### src/rtl/mdio_pkg.sv
package mdio_pkg;
   localparam int FRAME_W  = 32;
   localparam int DATA_W   = 16;
   localparam int REG_AW   = 2;
   localparam int PRE_BIT  = 7;
   localparam int RD_BIT   = 29;
   localparam logic [REG_AW-1:0] IDX_CTRL = 2'd0;
   localparam logic [REG_AW-1:0] IDX_CMD  = 2'd1;
   localparam logic [REG_AW-1:0] IDX_STAT = 2'd2;
endpackage

### src/rtl/mdio_clkgen.sv
module mdio_clkgen #(
   parameter int DIV_W = 7
) (
   input  logic             clk,
   input  logic             rst_n,
   input  logic             en,
   input  logic [DIV_W-1:0] div,
   output logic             mdc,
   output logic             rise_evt,
   output logic             fall_evt
);
   logic [DIV_W-1:0] cnt_q;
   logic             wrap;

   assign wrap     = en && (cnt_q == div);
   assign rise_evt = wrap && !mdc;
   assign fall_evt = wrap && mdc;

   always_ff @(posedge clk or negedge rst_n) begin
      if (!rst_n) begin
         cnt_q <= '0;
         mdc   <= 1'b0;
      end else if (!en) begin
         cnt_q <= '0;
         mdc   <= 1'b0;
      end else if (wrap) begin
         cnt_q <= '0;
         mdc   <= !mdc;
      end else begin
         cnt_q <= cnt_q + 1'b1;
      end
   end
endmodule

### src/rtl/mdio_engine.sv
module mdio_engine
   import mdio_pkg::*;
#(
   parameter int PRE_LEN = 32
) (
   input  logic               clk,
   input  logic               rst_n,
   input  logic               start,
   input  logic               pre_en,
   input  logic [FRAME_W-1:0] cmd_in,
   input  logic               rise_evt,
   input  logic               fall_evt,
   input  logic               mdio_i,
   output logic               busy,
   output logic               done_pulse,
   output logic [FRAME_W-1:0] cmd_q,
   output logic               mdio_o,
   output logic               mdio_oe
);
   localparam int TOT   = FRAME_W + PRE_LEN;
   localparam int IDX_W = $clog2(TOT + 1);
   localparam int BIT_W = $clog2(FRAME_W);

   logic [IDX_W-1:0] idx_q;
   logic [IDX_W-1:0] first_idx;
   logic             in_pre;
   logic             is_read;
   logic [BIT_W-1:0] bsel;

   generate
      if (PRE_LEN > 0) begin : g_pre
         assign first_idx = pre_en ? IDX_W'(TOT - 1) : IDX_W'(FRAME_W - 1);
         assign in_pre    = idx_q >= IDX_W'(FRAME_W);
      end else begin : g_nopre
         logic unused_pre;
         assign unused_pre = pre_en;
         assign first_idx  = IDX_W'(FRAME_W - 1);
         assign in_pre     = 1'b0;
      end
   endgenerate

   assign bsel       = idx_q[BIT_W-1:0];
   assign is_read    = cmd_q[RD_BIT];
   assign mdio_o     = (!busy || in_pre) ? 1'b1 : cmd_q[bsel];
   assign mdio_oe    = busy && !(is_read && !in_pre && idx_q <= IDX_W'(DATA_W));
   assign done_pulse = busy && fall_evt && (idx_q == '0);

   always_ff @(posedge clk or negedge rst_n) begin
      if (!rst_n) begin
         cmd_q <= '0;
         idx_q <= '0;
         busy  <= 1'b0;
      end else if (start && !busy) begin
         cmd_q <= cmd_in;
         idx_q <= first_idx;
         busy  <= 1'b1;
      end else if (busy) begin
         if (rise_evt && is_read && !in_pre && idx_q < IDX_W'(DATA_W))
            cmd_q[bsel] <= mdio_i;
         if (fall_evt) begin
            if (idx_q == '0) busy <= 1'b0;
            else             idx_q <= idx_q - 1'b1;
         end
      end
   end
endmodule

### src/rtl/mdio_master.sv
module mdio_master
   import mdio_pkg::*;
#(
   parameter int DIV_W   = 7,
   parameter int PRE_LEN = 32
) (
   input  logic              clk,
   input  logic              rst_n,
   input  logic              reg_wr,
   input  logic [REG_AW-1:0] reg_addr,
   input  logic [31:0]       reg_wdata,
   output logic [31:0]       reg_rdata,
   output logic              mdc,
   output logic              mdio_o,
   output logic              mdio_oe,
   input  logic              mdio_i
);
   generate
      if (DIV_W < 1 || DIV_W > PRE_BIT) begin : g_bad_div
         $error("DIV_W must be in 1..7");
      end
      if (PRE_LEN < 0 || PRE_LEN > 64) begin : g_bad_pre
         $error("PRE_LEN must be in 0..64");
      end
   endgenerate

   logic [DIV_W-1:0]   div_q;
   logic               pre_q;
   logic               done_q;
   logic               busy_w;
   logic               done_pulse;
   logic [FRAME_W-1:0] cmd_w;
   logic               rise_evt, fall_evt;
   logic               wr_ctrl, wr_cmd, clr_done;

   assign wr_ctrl  = reg_wr && reg_addr == IDX_CTRL;
   assign wr_cmd   = reg_wr && reg_addr == IDX_CMD;
   assign clr_done = reg_wr && reg_addr == IDX_STAT && reg_wdata[0];

   always_ff @(posedge clk or negedge rst_n) begin
      if (!rst_n) begin
         div_q  <= '0;
         pre_q  <= 1'b0;
         done_q <= 1'b0;
      end else begin
         if (wr_ctrl) begin
            div_q <= reg_wdata[DIV_W-1:0];
            pre_q <= reg_wdata[PRE_BIT];
         end
         if (done_pulse)    done_q <= 1'b1;
         else if (clr_done) done_q <= 1'b0;
      end
   end

   mdio_clkgen #(.DIV_W(DIV_W)) clkgen_i (
      .clk(clk), .rst_n(rst_n), .en(busy_w), .div(div_q),
      .mdc(mdc), .rise_evt(rise_evt), .fall_evt(fall_evt)
   );

   mdio_engine #(.PRE_LEN(PRE_LEN)) engine_i (
      .clk(clk), .rst_n(rst_n), .start(wr_cmd), .pre_en(pre_q),
      .cmd_in(reg_wdata), .rise_evt(rise_evt), .fall_evt(fall_evt),
      .mdio_i(mdio_i), .busy(busy_w), .done_pulse(done_pulse),
      .cmd_q(cmd_w), .mdio_o(mdio_o), .mdio_oe(mdio_oe)
   );

   always_comb begin
      reg_rdata = '0;
      unique case (reg_addr)
         IDX_CTRL: begin
            reg_rdata[DIV_W-1:0] = div_q;
            reg_rdata[PRE_BIT]   = pre_q;
         end
         IDX_CMD:  reg_rdata = cmd_w;
         IDX_STAT: reg_rdata[1:0] = {busy_w, done_q};
         default:  reg_rdata = '0;
      endcase
   end
endmodule

### config.mk
export PLATFORM = sky130hd
export DESIGN_NAME = mdio_master
export DESIGN_NICKNAME = d
export VERILOG_FILES = /design/src/rtl/mdio_pkg.sv /design/src/rtl/mdio_clkgen.sv /design/src/rtl/mdio_engine.sv /design/src/rtl/mdio_master.sv
export SDC_FILE = /design/constraint.sdc
export NUM_CORES = 1
export LEC_CHECK = 0
export BUFFER_PORTS_ARGS = -buffer_cell sky130_fd_sc_hd__buf_2
export CAP_MARGIN = 10
export CORE_MARGIN = 2
export CORE_UTILIZATION = 50
export DETAILED_ROUTE_END_ITERATION = 6
export PLACE_DENSITY = 0.78
export SLEW_MARGIN = 20
export SYNTH_ARGS = -nofsm -noshare
export SYNTH_HDL_FRONTEND = slang
export SYNTH_HIERARCHICAL = 1
export SYNTH_SLANG_ARGS = --single-unit
### constraint.sdc
create_clock -name clk -period 5.1 [get_ports clk]
set_input_delay 1.02 -clock clk [delete_from_list [all_inputs] [get_ports clk]]
set_output_delay 1.02 -clock clk [all_outputs]
set_load 0.05 [all_outputs]
* Yosys cells after proc, flatten, opt, wreduce, memory -nomap -nowiden
Index checks and enable logic that the tools add are counted.
** Storage, ports and cells
- Register bits :: 57
- Bits of input ports :: 38
- Output and inout port bits :: 35
- Word-level logic and storage cells :: 77
** Operators by class
- Add/sub/neg operators :: 2
- Magnitude comparators :: 5
- Eq/ne operators :: 5
- Mux-type cells :: 27
- Reduce and logical (&&, ||, !) cells :: 30
** Operators with widths (count)
- 32-bit two-way mux :: 3
- 7-bit two-way mux :: 6
- 32-bit bitwise mux :: 1
- 24-bit two-way mux :: 1
- 1-bit logical AND :: 17
- 6-bit one-hot mux with 2 select lines :: 1
- 1-bit two-way mux :: 11
- 2-bit nonzero test :: 4
- 7-bit by 1-bit adder with 7-bit output (second input constant) :: 1
- 7-bit == test :: 1
- 7-bit by 6-bit >= comparator with 1-bit output (second input constant) :: 1
- 7-bit by 5-bit less-or-equal comparator with 1-bit output (second input constant) :: 1
- 7-bit logical NOT :: 1
- 7-bit by 5-bit < comparator with 1-bit output (second input constant) :: 1
- 7-bit by 1-bit subtractor with 7-bit output (second input constant) :: 1
- 5-bit by 6-bit < comparator with 1-bit output (second input constant) :: 1
- 6-bit two-way mux :: 1
- 2-bit one-hot mux with 3 select lines :: 1
- 1-bit binary-select mux with 5-bit select :: 1
- 1-bit demux with 5-bit select :: 1
- 5-bit by 1-bit >= comparator with 1-bit output (second input constant) :: 1
- 1-bit logical NOT :: 4
- 2-bit inequality test (second input constant) :: 2
- 3-bit AND reduction :: 1
- other kinds (5) :: 5

* Longest topological paths before layout
Gate-level depths: netlist of run 1.
- Word-level depth :: 9
- Gate-level depth with buffers :: 10
- Depth with buffers taken out :: 8

* Modules after synthesis
The synthesis of run 1 kept the hierarchy.
** Modules (own cells, without submodules)
- mdio_engine :: times used 1, cells an instance 250, area an instance 2317.2 sq um
- mdio_master :: times used 1, cells an instance 67, area an instance 660.6 sq um
- mdio_clkgen :: times used 1, cells an instance 42, area an instance 469.2 sq um

* Worst setup path after synthesis of run 1
No wires, ideal clock.
- Kind :: input -> output
- From :: input port reg_addr[0]
- To :: output port reg_rdata[0]
- Arrival time :: 2.079 ns
- Required time :: 4.080 ns
- Setup slack :: 2.001 ns
- Stages on the path :: 3
- Cell sequence :: buf_4 mux2i_1 o2bb2ai_1
** Between the ends
- Cells in the longest elaborated chain, start to end :: 2
** Ends and longest elaborated chain
- start: declaration :: RTL line mdio_master.sv:10 : input logic [REG_AW-1:0] reg_addr,
- 2-bit == test, or another cell as far along :: RTL line mdio_master.sv:69 : unique case (reg_addr)
- 2-bit one-hot mux with 3 select lines (*) :: RTL line mdio_master.sv:69
- end: declaration :: RTL line mdio_master.sv:12 : output logic [31:0] reg_rdata,
Mark *: on every way between the ends. The rest lies on a longest branch, timed or not.

* Worst setup path after layout of run 1
- From :: register engine_i.idx_q[1]
- To :: output port mdio_o
** Between the ends
- Cells in the longest elaborated chain, start to end :: 3
** Ends and longest elaborated chain
- start: declaration :: RTL line mdio_engine.sv:24 : logic [IDX_W-1:0] idx_q;
- start signal: assignment :: RTL line mdio_engine.sv:55 : idx_q <= first_idx;
- start signal: assignment :: RTL line mdio_engine.sv:62 : else idx_q <= idx_q - 1'b1;
- 1-bit binary-select mux with 5-bit select / 7-bit by 6-bit >= comparator with 1-bit output (equally long branches) :: RTL line mdio_engine.sv:44, mdio_engine.sv:33
- 1-bit two-way mux (implied by the code) / 1-bit logical OR (equally long branches) :: RTL line mdio_engine.sv:44 : assign mdio_o = (!busy || in_pre) ? 1'b1 : cmd_q[bsel];
- 1-bit two-way mux (*) :: RTL line mdio_engine.sv:44
- end: declaration :: RTL line mdio_master.sv:14 : output logic mdio_o,
Mark *: on every way between the ends. The rest lies on a longest branch, timed or not. The select of a mux whose other input is x is not followed.

==> run summary, run 1 <==
=================================================================================
Share of the clock period used by the worst path after layout ......        69.8%
Sw Ratio ...........................................................        39.0%
Pint ...............................................................   0.000938 W
Buffers inserted by post-CTS timing repair .........................            0
Hold buffer count at CTS ...........................................            0
Routability-driven placement congestion ratio ......................        0.842
Endpoint required time on the critical path ........................      4080 ps
Number of DRC violations after detailed routing ....................            0
Crit Path Class .................................................... flop to primary output
Setup crit start kind ..............................................         flop
Number of CTS-inserted buffers .....................................            9
Static power due to leakage ........................................      2.05 nW
Register share of total power ......................................        45.4%
Wirelength per Cell ................................................      15.5 um
Area grow syn2layout ...............................................        15.3%
Drt first pass iters ...............................................            4
Comb power frac ....................................................        31.8%
Clock Skew .........................................................      10.9 ps
Placed wire-length estimate ........................................      5.43 mm
CTS Root Cell ......................................................     clkbuf_8
Proportion of synthesized chip area in sequential cells ............        41.4%
Floorplan core area ................................................     6720 um2
Average vias per placed instance ...................................         5.63
Setup TNS ..........................................................         0 ps
Final routed wirelength across all metal layers ....................      7.81 mm
Worst min-delay path class ......................................... flop to flop
Initial antenna violation count ....................................            0
Ranking of synthesized cells by area ............................... dfrtp_1 41%, mux2i_1 8.7%, nand2_1 7.7%, and2_1 4.7%, mux4_2 3.3%
Share of async-settable or async-resettable flops after synthesis ..         100%
TritonCTS clock tree ...............................................         done
Rel. slew slack ....................................................        32.3%
Post-Syn Area ......................................................     3450 um2
Total power ........................................................    0.00154 W
Global-route total usage across every layer ........................        22.8%
Post-synthesis cell type count .....................................           53
Initial Util .......................................................        51.3%
Power share of the clock group .....................................        22.8%
Clk sink count .....................................................           57
Min Tclk post-route ................................................      3560 ps
Capturing element type of the critical path ........................ primary output
Maximum fanout along the worst path ................................           18
GRT overflow .......................................................            0
Number of pins with negative max-slew slack in the final report ....            0
Total nets after synthesis .........................................          403
Largest net degree at the start of global routing ..................           58
Mean Syn Cell Area .................................................     9.60 um2
Source-to-sink clock delay at the later pin of the worst-skew pair .       340 ps
Synth warnings .....................................................            6
Clk slew on worst S/H paths ........................................        60 ps
Y dimension of the die .............................................      87.0 um
Cell Rows ..........................................................           30
Maximum operating frequency ........................................      281 MHz
Number of global-route vias before repair ..........................         2859
Syn Inst Count .....................................................          359
Data arrival at the endpoint of the critical path ..................      2540 ps
Power density relative to cell area ................................   386 nW/um2
Number of hold violations in the final report ......................            0
Number of antenna repair diodes ....................................            0
Synthesized flop and latch total ...................................           57
Number of buffers inserted by port buffering .......................           72
Unrepaired setup endpoints after global routing ....................        false
First-pass GRT wire length .........................................      13.4 mm
Die width ..........................................................      87.0 um
Share of cells above drive strength 1 ..............................        26.1%
Die footprint ......................................................     7570 um2
Final ANT Viol Nets ................................................            0
Max-cap check violation count ......................................            0
Maximum resistive drop on vdd ......................................       182 uV
Predominant post-synthesis flop cell ...............................      dfrtp_1
1st-iter DRT viols .................................................          275
Final-report setup violation count .................................            0
I/O pin cnt ........................................................           73
Resize count post-CTS ..............................................            0
H-tree depth reported by CTS .......................................            3
Actual slew at the worst max-slew pin ..............................      1010 ps
EDFF count, synth ..................................................            0
Number of buffers on the longest clock path ........................            2
Top-area cell type share of the netlist area .......................        41.4%
Area leader, netlist ...............................................      dfrtp_1
Layout Nets ........................................................          464
Result of the run ..................................................    completed
Reported net switching power .......................................   0.000598 W
Via count ..........................................................         2842
=================================================================================
[power groups by stage]
stage	logic [W]	registers [W]	clock network [W]
2_1_floorplan	0.000391	0.000666	0
3_3_place_gp	0.000475	0.000700	0
3_5_place_dp	0.000492	0.000705	0
4_1_cts	0.000493	0.000698	0.000357
5_1_grt	0.000540	0.000718	0.000377
6_report	0.000489	0.000698	0.000350
[layer usage]
metal	vias to the layer above	share of wire, %	GRT usage [%]
met2	72	49	36.4
met4	0	1.3	8.38
met5	-	0	0
li1	1369	-	-
met3	8	5.3	5.02
met1	1393	44	30.6
[critical path, cell delays in order (launching register included)]
cell	delay [ps]
dfrtp_1	880
mux4_2	630
and4_1	220
a21oi_1	130
nand4_1	110
buf_2	230
[final cells by class]
class                      instances  area [um2]
timing repair buffer              73         368
clock buffer                      12         135
inverter                           5        18.8
multi-input combinational        274        1910
sequential                        57        1430
clock inverter                     4        20.0
tap                               80         100
fill                             583        2740
[synthesized netlist by cell type, drive strengths merged (2+ instances only)]
master   count
a21oi        4
and2        26
and3         3
and3b        3
and4         2
buf          9
clkbuf      14
dfrtp       57
ha           6
inv          5
mux2         9
mux2i       30
mux4         5
nand2       71
nand2b       2
nand3        7
nand4       17
nor2        19
nor2b        2
nor3         4
nor3b        5
nor4         2
o211ai       5
o21ai       17
o2bb2ai      2
xnor2        6
xor2        11
[placed cells by master, fill, tap and decap left out, types with 9 or more instances in the layout]
cell      synthesis  final
o21ai_0          15     15
xor2_1           11     11
clkbuf_8          0      9
nor2_1           19     19
nand2_1          71     71
mux2i_1          30     30
nand4_1          16     16
and2_1           26     26
dfrtp_1          57     57
buf_2             7     72
mux2_2            9      9
[metrics by stage]
step,instance area (um2),cells,hold slack (ps),worst slack (ps),util (%)
final,3980,505,487,1540,59.2
after global routing,3980,505,516,1410,59.2
after CTS,3980,505,493,1520,59.2
after detailed placement,3820,489,480,1620,56.9
after global placement,3820,489,470,1650,56.9
after floorplan,3450,359,450,2000,-
[state kept, by name, indices dropped and copies added (netlist names)]
register and flops:
clkgen_i/cnt_q 7, clkgen_i/mdc 1, div_q 7, done_q 1, engine_i/busy 1, engine_i/cmd_q 32
engine_i/idx_q 7, pre_q 1
[path summary, 6_finish.rpt]
| check | start | end | slack, ps | cells past startpoint |
|---|---|---|---|---|
| max in group asynchronous | rst_n | engine_i/cmd_q[7] | 3780 | 2 |
| min in group asynchronous | rst_n | engine_i/cmd_q[21] | 830 | 2 |
| setup / recovery | engine_i/idx_q[1] | mdio_o | 1540 | 5 |
| hold reg to reg | engine_i/cmd_q[16] | engine_i/cmd_q[16] | 490 | 2 |
| setup reg to reg | div_q[4] | engine_i/cmd_q[15] | 2540 | 8 |
| hold / removal | engine_i/cmd_q[16] | engine_i/cmd_q[16] | 490 | 2 |
[kinds of logic (layout without fill, tap and decap cells)]
group	count (synthesis)	count (layout)	share of synthesized area, %
xor+xnor	17	17	4.54
mux	44	44	14.9
buf+inv	28	94	3.52
compound gates	37	37	7.44
fa+ha+maj	6	6	2.18
simple gates	170	170	26.0
flops	57	57	41.4
No activity file was read; power rests on OpenSTA's default activity.
==> inputs of run 2 (changes only) <==
==> constraint.sdc (replaced) <==
create_clock -name clk -period 3.73 [get_ports clk]
set_input_delay 0.746 -clock clk [delete_from_list [all_inputs] [get_ports clk]]
set_output_delay 0.746 -clock clk [all_outputs]
set_load 0.05 [all_outputs]
==> run summary, run 2 (same netlist as run 1, synthesis figures left out) <==
=================================================================================
Reg-to-reg startpoint .............................................. engine_i/idx_q[1]
Detail Route met3 WL ...............................................       338 um   -19%
Static power due to leakage ........................................      2.07 nW   +1.1%
Reported net switching power .......................................   0.000831 W   +39%
Sw Ratio ...........................................................        38.6%   -0.35 points
Largest register FFs ...............................................           32   unchanged
Final ANT Viol Nets ................................................            0   unchanged
Crit Path Class .................................................... flop to primary output
Min Tclk post-route ................................................      3070 ps
Source-to-sink clock delay at the later pin of the worst-skew pair .       340 ps   about the same
Rel. slew slack ....................................................        43.7%   +11 points
Top delay family on crit path ...................................... compound AO/OA/AOI/OAI gates
Average vias per placed instance ...................................         5.53   -1.7%
Placement Setup Slack ..............................................       837 ps   -778 ps
Worst path max stage delay .........................................       550 ps   -330 ps
Number of DRC violations after detailed routing ....................            0   unchanged
Setup crit start kind ..............................................         flop
Maximum operating frequency ........................................      325 MHz
Capturing element type of the critical path ........................ primary output
Floorplan core area ................................................     6720 um2   unchanged
Die footprint ......................................................     7570 um2   unchanged
Setup TNS ..........................................................         0 ps   unchanged
Highest metal used .................................................         met4
Clk sink count .....................................................           57   unchanged
Via count ..........................................................         2810   -1.1%
Largest net degree at the start of global routing ..................           51   -12%
Power density relative to cell area ................................   535 nW/um2   +38%
Number of pins with negative max-slew slack in the final report ....            0   unchanged
Clock Skew .........................................................      8.20 ps   -2.71 ps
Critical path, cell by cell ........................................ or2_2, o311ai_0, a211oi_1, nand4_1, buf_2
Max-cap check violation count ......................................            0   unchanged
TritonCTS clock tree ...............................................         done
Register-to-register path setup slack ..............................      1190 ps   -1350 ps
Power share of the clock group .....................................        24.4%   +1.6 points
Most common library cell in the layout ignoring fill and taps ......        buf_2
M1 wire length .....................................................      3.57 mm   +2.9%
GRT overflow .......................................................            0   unchanged
1st-iter DRT viols .................................................          152   -45%
Number of CTS-inserted buffers .....................................            9   unchanged
Count of buffer and inverter cells on the critical path ............            1   unchanged
Result of the run ..................................................    completed
Commonest cells after routing, fill and taps aside ................. 72 x buf_2, 71 x nand2_1, 57 x dfrtp_1
Number of buffers on the longest clock path ........................            2   unchanged
Share of cells above drive strength 1 ..............................        27.3%   +1.2 points
Initial antenna violation count ....................................            0   unchanged
Y dimension of the die .............................................      87.0 um   unchanged
Pint ...............................................................    0.00132 W   +41%
Wirelength per Cell ................................................      15.4 um   -0.63%
Clk slew on worst S/H paths ........................................        70 ps   about the same
Final routed wirelength across all metal layers ....................      7.81 mm   about the same
Wire length on met2 ................................................      3.74 mm   -2.2%
Share of the clock period used by the worst path after layout ......        82.4%
Endpoint required time on the critical path ........................      2980 ps   -1100 ps
Global-route total usage across every layer ........................        22.0%   -0.79 points
Routability-driven placement congestion ratio ......................        0.846   +0.53%
Most flops, register ............................................... engine_i/cmd_q
Number of global-route vias before repair ..........................         2744   -4.0%
Number of buffers inserted by port buffering .......................           72   unchanged
Final setup slack of the worst path ................................       657 ps   -881 ps
Resize count post-CTS ..............................................            0   unchanged
First-pass GRT wire length .........................................      13.1 mm   -2.7%
Layout Nets ........................................................          467   +0.65%
Area grow syn2layout ...............................................        16.7%
Worst min-delay path class ......................................... input pin to async pin
Slowest CP cell ....................................................      dfrtp_1
Register share of total power ......................................        44.1%   -1.3 points
Initial Util .......................................................        51.3%   unchanged
Number of cells traversed by the worst register-to-register path ...            7   -1
Number of antenna repair diodes ....................................            0   unchanged
Placed Cells incl. Taps ............................................          492   +0.61%
Maximum resistive drop on vdd ......................................       260 uV   +43%
Hold buffer count at CTS ...........................................            0   unchanged
Maximum fanout along the worst path ................................           14   -4
Comb power frac ....................................................        31.5%   -0.3 points
Cell Count, Final, Fillers Out .....................................          508   +0.59%
Crit. path cell count ..............................................            5   unchanged
Drt first pass iters ...............................................            5   +1
CTS Root Cell ......................................................     clkbuf_8
Cell Rows ..........................................................           30   unchanged
Buffers inserted by post-CTS timing repair .........................            0   unchanged
Data arrival at the endpoint of the critical path ..................      2330 ps   -210 ps
Critical R2R Capture ............................................... engine_i/cmd_q[0]
Placed wire-length estimate ........................................      5.56 mm   +2.5%
H-tree depth reported by CTS .......................................            3   unchanged
I/O pin cnt ........................................................           73   unchanged
Number of hold violations in the final report ......................            0   unchanged
Unrepaired setup endpoints after global routing ....................        false
Actual slew at the worst max-slew pin ..............................       844 ps   -170 ps
Die width ..........................................................      87.0 um   unchanged
Final-report setup violation count .................................            0   unchanged
=================================================================================
==> run 2: cell count changes in the layout (fill, tap and decap cells not counted), sizes merged <==
cell and change:
buf +3, clkbuf -1, clkinv -1, clkinvlp +2
==> run 2: cell type report <==
type,instances,area (um2)
clock inverter,5,30.0
clock buffer,11,151
multi-input combinational,274,1910
inverter,5,18.8
sequential,57,1430
timing repair buffer,76,390
tap,80,100
fill,579,2700
==> run 2: power groups by stage <==
stage	clock (W)	sequential, W	combinational (W)
floorplan	0	0.000910	0.000534
global placement	0	0.000953	0.000657
detailed placement	0	0.000956	0.000682
CTS	0.000535	0.000950	0.000683
global route	0.000555	0.000975	0.000742
finish	0.000524	0.000950	0.000678
==> run 2: how the worst max path moves through the flow <==
stage	start	to
5_1_grt	engine_i/idx_q[2]	mdio_o
3_3_place_gp	reg_addr[0]	reg_rdata[13]
3_5_place_dp	reg_addr[0]	reg_rdata[9]
4_1_cts	engine_i/idx_q[0]	mdio_o
6_report	engine_i/idx_q[2]	mdio_o
2_1_floorplan	engine_i/idx_q[0]	mdio_oe
==> run 2: per-layer routing <==
| metal | GRT usage [%] | up-vias |
|---|---|---|
| li1 | - | 1373 |
| met1 | 29.5 | 1356 |
| met2 | 35.2 | 68 |
| met3 | 3.60 | 13 |
| met4 | 10.1 | 0 |
| met5 | 0 | - |
==> run 2: through the flow <==
| stage | hold slack [ps] | total power (W) | instance area (um2) | utilization, % |
|---|---|---|---|---|
| after floorplan | 450 | 0.00144 | 3450 | - |
| after global routing | 481 | 0.00227 | 4020 | 59.9 |
| final | 431 | 0.00215 | 4020 | 59.9 |
| after global placement | 469 | 0.00161 | 3840 | 57.2 |
| after detailed placement | 482 | 0.00164 | 3840 | 57.2 |
| after CTS | 444 | 0.00217 | 4020 | 59.9 |
